`config.mk`:
```
export PLATFORM = sky130hd
export DESIGN_NAME = dram_refresh_seq
export DESIGN_NICKNAME = d
export VERILOG_FILES = /design/src/rtl/refseq_pkg.sv /design/src/rtl/refseq_dp.sv /design/src/rtl/refseq_ctrl.sv /design/src/rtl/dram_refresh_seq.sv
export SDC_FILE = /design/constraint.sdc
export NUM_CORES = 1
export LEC_CHECK = 0
export CORE_MARGIN = 4
export CORE_UTILIZATION = 57
export CTS_CLUSTER_SIZE = 8
export DETAILED_ROUTE_END_ITERATION = 8
export DONT_BUFFER_PORTS = 1
export PLACE_DENSITY_LB_ADDON = 0.08
export SYNTH_ARGS = -nofsm -noshare
export SYNTH_HDL_FRONTEND = slang
export SYNTH_SLANG_ARGS = --single-unit
```
`constraint.sdc`:
```
create_clock -name clk -period 3.02 [get_ports clk]
set_clock_uncertainty 0.05 [all_clocks]
set_input_delay 0.151 -clock clk [delete_from_list [all_inputs] [get_ports clk]]
set_output_delay 0.151 -clock clk [all_outputs]
set_load 0.03 [all_outputs]
```
`src/rtl/refseq_pkg.sv`:
```
package refseq_pkg;

  typedef enum logic [2:0] {
    ST_PAUSE,
    ST_REQ,
    ST_CSR,
    ST_RAS,
    ST_PRE,
    ST_IDLE
  } seqState_t;

  // strobes from control to datapath
  typedef struct packed {
    logic phaseClr;
    logic burstLoad;
    logic burstDec;
    logic burstEnd;
    logic owning;
  } seqCtl_t;

  // status from datapath to control
  typedef struct packed {
    logic pauseDone;
    logic csrDone;
    logic rasDone;
    logic preDone;
    logic phaseZero;
    logic lastCycle;
    logic wantRefresh;
    logic ready;
    logic overdueFlag;
  } seqStat_t;

  function automatic int maxOf(input int a, input int b);
    return (a > b) ? a : b;
  endfunction

endpackage

```
`src/rtl/refseq_dp.sv`:
```
module refseq_dp
  import refseq_pkg::*;
#(
  parameter int PAUSE_CLK   = 25000,
  parameter int CSR_CLK     = 1,
  parameter int TRAS_CLK    = 12,
  parameter int TRP_CLK     = 8,
  parameter int REFI_CLK    = 3906,
  parameter int SLACK_CLK   = 1000,
  parameter int WAKE_CYCLES = 8
) (
  input  logic     clk,
  input  logic     rstN,
  input  seqCtl_t  ctl,
  output seqStat_t stat
);

  localparam int PH_MAX = maxOf(maxOf(PAUSE_CLK, CSR_CLK), maxOf(TRAS_CLK, TRP_CLK));
  localparam int PH_W   = $clog2(PH_MAX + 1);
  localparam int BL_W   = $clog2(WAKE_CYCLES + 1);
  localparam int IV_W   = $clog2(REFI_CLK + 1);
  localparam int SL_W   = $clog2(SLACK_CLK + 1);

  logic [PH_W-1:0] phaseCnt;
  logic [BL_W-1:0] burstLeft;
  logic [IV_W-1:0] intervalCnt;
  logic [SL_W-1:0] slackCnt;
  logic pending, needWake, overdueFlag, memReady;
  logic refTick, overdueNow;

  // phase timer shared by pause, setup, active and precharge
  always_ff @(posedge clk or negedge rstN) begin
    if (!rstN)             phaseCnt <= '0;
    else if (ctl.phaseClr) phaseCnt <= '0;
    else                   phaseCnt <= phaseCnt + 1'b1;
  end

  assign refTick    = !needWake && (intervalCnt == IV_W'(REFI_CLK - 1));
  assign overdueNow = pending && !ctl.owning && (slackCnt == SL_W'(SLACK_CLK - 1));

  // refresh cycles left in the current request
  always_ff @(posedge clk or negedge rstN) begin
    if (!rstN) burstLeft <= '0;
    else if (ctl.burstLoad)
      burstLeft <= (needWake || overdueNow) ? BL_W'(WAKE_CYCLES) : BL_W'(1);
    else if (ctl.burstDec)
      burstLeft <= burstLeft - 1'b1;
  end

  // retention interval, held while a wake-up burst is outstanding
  always_ff @(posedge clk or negedge rstN) begin
    if (!rstN)         intervalCnt <= '0;
    else if (needWake) intervalCnt <= '0;
    else if (refTick)  intervalCnt <= '0;
    else               intervalCnt <= intervalCnt + 1'b1;
  end

  // deadline counter for a pending refresh not yet on the bus
  always_ff @(posedge clk or negedge rstN) begin
    if (!rstN)                           slackCnt <= '0;
    else if (!pending || ctl.owning)     slackCnt <= '0;
    else if (overdueNow)                 slackCnt <= '0;
    else                                 slackCnt <= slackCnt + 1'b1;
  end

  always_ff @(posedge clk or negedge rstN) begin
    if (!rstN)             pending <= 1'b0;
    else if (overdueNow)   pending <= 1'b0;
    else if (refTick)      pending <= 1'b1;
    else if (ctl.burstEnd) pending <= 1'b0;
  end

  always_ff @(posedge clk or negedge rstN) begin
    if (!rstN)             needWake <= 1'b1;
    else if (overdueNow)   needWake <= 1'b1;
    else if (ctl.burstEnd) needWake <= 1'b0;
  end

  always_ff @(posedge clk or negedge rstN) begin
    if (!rstN)             overdueFlag <= 1'b0;
    else if (overdueNow)   overdueFlag <= 1'b1;
    else if (ctl.burstEnd) overdueFlag <= 1'b0;
  end

  always_ff @(posedge clk or negedge rstN) begin
    if (!rstN)             memReady <= 1'b0;
    else if (overdueNow)   memReady <= 1'b0;
    else if (ctl.burstEnd) memReady <= 1'b1;
  end

  always_comb begin
    stat.pauseDone   = (phaseCnt == PH_W'(PAUSE_CLK - 1));
    stat.csrDone     = (phaseCnt == PH_W'(CSR_CLK - 1));
    stat.rasDone     = (phaseCnt == PH_W'(TRAS_CLK - 1));
    stat.preDone     = (phaseCnt == PH_W'(TRP_CLK - 1));
    stat.phaseZero   = (phaseCnt == '0);
    stat.lastCycle   = (burstLeft == BL_W'(1));
    stat.wantRefresh = pending || needWake;
    stat.ready       = memReady;
    stat.overdueFlag = overdueFlag;
  end

  // a new interval must never find the previous refresh still waiting
  assert_no_lost_tick_R5: assert property (@(posedge clk) disable iff (!rstN)
    refTick |-> !pending);

  // a missed deadline takes ready away on the next edge
  assert_overdue_drops_ready_R7: assert property (@(posedge clk) disable iff (!rstN)
    overdueNow |=> (!memReady && overdueFlag));

  // the flag clears only together with ready coming back
  assert_flag_clear_R8: assert property (@(posedge clk) disable iff (!rstN)
    $fell(overdueFlag) |-> memReady);

endmodule

```
`src/rtl/refseq_ctrl.sv`:
```
module refseq_ctrl
  import refseq_pkg::*;
#(
  parameter int TRAS_CLK = 12
) (
  input  logic     clk,
  input  logic     rstN,
  input  logic     busGrant,
  input  seqStat_t stat,
  output seqCtl_t  ctl,
  output logic     busReq,
  output logic     busOwned,
  output logic     rasN,
  output logic     casN,
  output logic     weN
);

  localparam int RL_W = $clog2(TRAS_CLK + 2);

  seqState_t state, nextState;

  always_ff @(posedge clk or negedge rstN) begin
    if (!rstN) state <= ST_PAUSE;
    else       state <= nextState;
  end

  always_comb begin
    nextState = state;
    unique case (state)
      ST_PAUSE: if (stat.pauseDone)   nextState = ST_REQ;
      ST_REQ:   if (busGrant)         nextState = ST_CSR;
      ST_CSR:   if (stat.csrDone)     nextState = ST_RAS;
      ST_RAS:   if (stat.rasDone)     nextState = ST_PRE;
      ST_PRE:   if (stat.preDone)     nextState = stat.lastCycle ? ST_IDLE : ST_CSR;
      ST_IDLE:  if (stat.wantRefresh) nextState = ST_REQ;
      default:                        nextState = ST_PAUSE;
    endcase
  end

  always_comb begin
    ctl.phaseClr  = (nextState != state);
    ctl.burstLoad = (state == ST_REQ) && busGrant;
    ctl.burstDec  = (state == ST_PRE) && stat.preDone && !stat.lastCycle;
    ctl.burstEnd  = (state == ST_PRE) && stat.preDone && stat.lastCycle;
    ctl.owning    = (state == ST_CSR) || (state == ST_RAS) || (state == ST_PRE);
  end

  assign busOwned = ctl.owning;
  assign busReq   = ctl.owning || (state == ST_REQ);
  assign rasN     = !(state == ST_RAS);
  assign casN     = !((state == ST_CSR) || ((state == ST_RAS) && stat.phaseZero));
  assign weN      = 1'b1;

  // checker counter: length of the current RAS pulse
  logic [RL_W-1:0] rasLowRun;
  always_ff @(posedge clk or negedge rstN) begin
    if (!rstN)     rasLowRun <= '0;
    else if (rasN) rasLowRun <= '0;
    else           rasLowRun <= rasLowRun + 1'b1;
  end

  assert_pause_quiet_R1: assert property (@(posedge clk) disable iff (!rstN)
    (state == ST_PAUSE) |-> (rasN && casN && !busReq && !stat.ready));

  assert_ready_after_burst_R2: assert property (@(posedge clk) disable iff (!rstN)
    $rose(stat.ready) |-> $past(state == ST_PRE));

  assert_cas_before_ras_R3: assert property (@(posedge clk) disable iff (!rstN)
    $fell(rasN) |-> (!casN && $past(!casN) && weN));

  assert_ras_width_R4: assert property (@(posedge clk) disable iff (!rstN)
    $rose(rasN) |-> (rasLowRun == RL_W'(TRAS_CLK)));

  assert_grant_first_R6: assert property (@(posedge clk) disable iff (!rstN)
    $rose(busOwned) |-> $past(busGrant && busReq));

  assert_flag_not_ready_R7: assert property (@(posedge clk) disable iff (!rstN)
    stat.overdueFlag |-> !stat.ready);

endmodule

```
`src/rtl/dram_refresh_seq.sv`:
```
module dram_refresh_seq
  import refseq_pkg::*;
#(
  parameter int unsigned CLK_PERIOD_PS = 4000,
  parameter int unsigned PAUSE_NS      = 100000,
  parameter int unsigned RETENTION_NS  = 64000000,
  parameter int unsigned REFRESH_ROWS  = 4096,
  parameter int          WAKE_CYCLES   = 8,
  parameter int          CSR_CLK       = 1,
  parameter int          TRAS_CLK      = 12,
  parameter int          TRP_CLK       = 8,
  parameter int          SLACK_CLK     = 1000
) (
  input  logic clk,
  input  logic rstN,
  input  logic busGrant,
  output logic busReq,
  output logic busOwned,
  output logic rasN,
  output logic casN,
  output logic weN,
  output logic memReady,
  output logic refreshOverdue
);

  localparam longint unsigned PAUSE_PS = longint'(PAUSE_NS) * 64'd1000;
  localparam longint unsigned RET_PS   = longint'(RETENTION_NS) * 64'd1000;
  localparam int PAUSE_CLK = int'((PAUSE_PS + CLK_PERIOD_PS - 1) / CLK_PERIOD_PS);
  localparam int REFI_CLK  = int'(RET_PS / CLK_PERIOD_PS / REFRESH_ROWS);

  seqCtl_t  ctl;
  seqStat_t stat;

  refseq_ctrl #(
    .TRAS_CLK(TRAS_CLK)
  ) u_ctrl (
    .clk(clk), .rstN(rstN), .busGrant(busGrant), .stat(stat), .ctl(ctl),
    .busReq(busReq), .busOwned(busOwned), .rasN(rasN), .casN(casN), .weN(weN)
  );

  refseq_dp #(
    .PAUSE_CLK(PAUSE_CLK), .CSR_CLK(CSR_CLK), .TRAS_CLK(TRAS_CLK),
    .TRP_CLK(TRP_CLK), .REFI_CLK(REFI_CLK), .SLACK_CLK(SLACK_CLK),
    .WAKE_CYCLES(WAKE_CYCLES)
  ) u_dp (
    .clk(clk), .rstN(rstN), .ctl(ctl), .stat(stat)
  );

  assign memReady       = stat.ready;
  assign refreshOverdue = stat.overdueFlag;

endmodule

```
==> impl_metrics.yaml <==
clock_tree:
  path_clk_slew_ps: 90
  cts.sink_count: 48
  clock_latency_ps: 300
  cts_setup_buffers: 0
  clock-root-buffer: "clkbuf_8"
  numCtsBuffers: 5
  cts_tree: "yes"
  cts_buffer_depth: 2
  cts_resized: 0
  ctsHtreeMaxLevel: 2
logic_synthesis:
  synth_seq_cells: 48
  syn_avg_cell_area_um2: 9.62
  yosys.cell_types.count: 44
  synth_edf_count: 0
  synth-async-reset-ratio_pct: 100
  ys.flop_type: "dfrtp_1"
  netlist_area_mm2: 0.00255
  synth_cells: 265
  ys_seq_area_share_pct: 47.2
  synth.net_count: 275
  yosys_warnings: 0
timing:
  max_freq_mhz: 397
  fin_ws_ps: 503
  timing.slew.headroom_pct: 47.7
  min_period_ps: 2520
  tns_ps: 0
  hold_violations: 0
  finalSetupViolations: 0
  slew_violations: 0
  finalCritPeriodShare_pct: 83.4
  worst_pin_slew_ps: 777
  rsz0062_at_grt: "no"
cells_and_area:
  utilization_pct: 63.9
  final_area_mm2: 0.00278
  fin_nets: 279
  antennaDiodeCount: 0
  fill_cells: 365
  drive_gt1_share_pct: 7.78
  area_growth_pct: 9.23
floorplan:
  fp.coreArea_mm2: 0.00435
  start_util_pct: 58.5
  die_y_um: 74.9
  die_area_mm2: 0.00561
  std_cell_rows: 24
  fp.dieW_um: 74.9
  boundaryPins: 10
worst_setup_path:
  rr_worst_depth: 5
  reg2reg_from: "u_dp.phaseCnt[7]"
  cp-end-kind: "flip-flop"
  reg2reg_to: "u_dp.phaseCnt[8]"
  start_kind: "flip-flop"
  r2r_slack_ps: 500
  critPathKind: "flip-flop to flip-flop"
  critical_path_required_ps: 3150
  cp_max_fo: 9
  worstPathArrival_ps: 2640
grt:
  grt_overflow_total: 0
  grt_pass1_vias: 1847
  antenna_found_initial: 0
  grt_max_degree: 49
  grt_pass1_wl_mm: 8.40
  grt.total_usage_pct: 19.4
routing:
  routed_wl_mm: 4.69
  avgViaCountPerCell: 5.70
  drt-pass1-iter-count: 6
  drt_iter0_markers: 142
  routedWlPerCell_um: 14.6
  drc_errors: 0
  ant_nets: 0
  vias: 1837
power:
  p_per_area_mw_per_mm2: 468
  vdd_drop_max_uv: 308
  power.leakage_nw: 1.25
hold_path:
  hold_path_depth: 3
  hp-class: "input pin to flip-flop"
  worstHoldEndpoint: "u_ctrl.state[0]"
  holdCritStartpoint: "busGrant"
status:
  status: "completed"
placed_design:
  port_buffers: 0
  dp_hpwl_mm: 3.13
  dp_slack_ps: 522
  placed_area_mm2: 0.00259
  gp_congestion: 0.856
job:
  cap_violations: 0
==> synthesized netlist by cell type, types with 2 or more instances <==
cell type	instances	area (um^2)
nor2_1	48	180
dfrtp_1	47	1180
nand3_1	19	95.1
xnor2_1	19	166
nand2_1	18	67.6
xor2_1	15	131
nor3_1	14	70.1
inv_1	12	45.0
and3_1	8	50.1
ha_1	7	87.6
a21oi_1	5	25.0
clkbuf_1	4	15.0
nand2b_1	4	25.0
nand4_1	4	25.0
o21ai_0	3	15.0
a21o_1	2	15.0
and4_1	2	17.5
nand4b_1	2	17.5
nor3b_1	2	15.0
nor4_1	2	12.5
nor4_4	2	42.5
nor4b_1	2	17.5
or2_2	2	12.5
or4_4	2	22.5
==> worst max-delay path, cell delays in order, from the launching register on <==
cell and delay (ps):
dfrtp_1 460, or4_4 600, nor4_4 410, a32oi_1 230, a221oi_4 510, nor3_1 120
==> cells in the final DEF (no fill, tap or decap), types with 2 or more instances in the layout <==
cell type,netlist,layout
inv_1,12,12
or4_4,2,2
o21ai_0,3,3
xnor2_1,19,19
nor4_1,2,2
nand4_1,4,4
nor4_4,2,2
nand2b_1,4,4
nand2_1,18,18
nor4b_1,2,2
clkbuf_8,0,5
nor3b_1,2,2
a21o_1,2,2
dfrtp_1,47,47
nor3_1,14,14
xor2_1,15,15
ha_1,7,7
or2_2,2,2
bufinv_16,0,3
and4_1,2,2
nand3_1,19,19
and3_1,8,8
a21oi_1,5,5
nand4b_1,2,2
nor2_1,48,48
==> final cells by class <==
class                      count  area (um^2)  area share, %
clock buffer                   5         68.8           2.47
clock inverter                 3         90.1           3.24
inverter                      12         45.0           1.62
multi-input combinational    199         1270           45.5
sequential                    48         1200           43.2
tap                           52         65.1           2.34
timing repair buffer           3         45.0           1.62
==> logic make-up (layout without fill, tap and decap cells) <==
kind of cell / Yosys count / after routing / share of synthesized area, %
other: 1 / 1 / 0.147
xor gates and xnor gates: 34 / 34 / 11.7
DFF: 48 / 48 / 47.2
buffers and inverters: 18 / 23 / 3.09
adders and majority gates: 7 / 7 / 3.44
and+or+nand+nor: 139 / 139 / 28.7
AOI/OAI and AO/OA: 18 / 18 / 5.79
==> through the flow <==
step	power [W]	hold WS [ps]	instances
6_report	0.00130	41.7	322
4_1_cts	0.00132	32.1	322
2_1_floorplan	0.000661	-195	265
3_5_place_dp	0.000660	-194	312
5_1_grt	0.00135	44.4	322
3_3_place_gp	0.000660	-194	312
==> metal layers <==
metal	global-route usage, %	vias up	wire length (um)
met5	0	-	0
met4	7.31	0	110
met3	4.01	12	223
met2	31.1	46	2190
met1	26.0	870	2170
li1	-	909	-
==> registers in the layout, indices dropped and copies added, names as in the netlist <==
signal,cells
u_dp.pending,1
u_dp.intervalCnt,12
u_dp.memReady,1
u_dp.needWake,1
u_dp.slackCnt,10
u_dp.burstLeft,4
u_dp.overdueFlag,1
u_ctrl.state,3
u_dp.phaseCnt,15
==> power by group <==
| group | leakage, nW | internal [W] | switching [W] |
|---|---|---|---|
| combinational | 0.554 | 0.00000580 | 0.0000157 |
| clock | 0.0784 | 0.000414 | 0.000223 |
| sequential | 0.621 | 0.000643 | 0.000000710 |
| total | 1.25 | 0.00106 | 0.000239 |
==> repair_timing <==
action,in CTS,in global routing
endpoints found under the setup margin,0,0
hold buffers,2,0
hold endpoints to repair,48,0
==> worst max-delay path by stage <==
| stage | startpoint | endpoint | slack, ps | cells past startpoint |
|---|---|---|---|---|
| 6_report | u_dp.phaseCnt[7] | u_dp.phaseCnt[8] | 500 | 5 |
| 3_5_place_dp | u_dp.phaseCnt[7] | u_dp.phaseCnt[2] | 520 | 5 |
| 2_1_floorplan | u_dp.phaseCnt[7] | u_dp.phaseCnt[14] | 730 | 5 |
| 4_1_cts | u_dp.phaseCnt[7] | u_dp.phaseCnt[2] | 490 | 5 |
| 3_3_place_gp | u_dp.phaseCnt[7] | u_dp.phaseCnt[13] | 550 | 5 |
| 5_1_grt | u_dp.phaseCnt[7] | u_dp.phaseCnt[13] | 380 | 5 |
(Power assumes the default switching activity.)
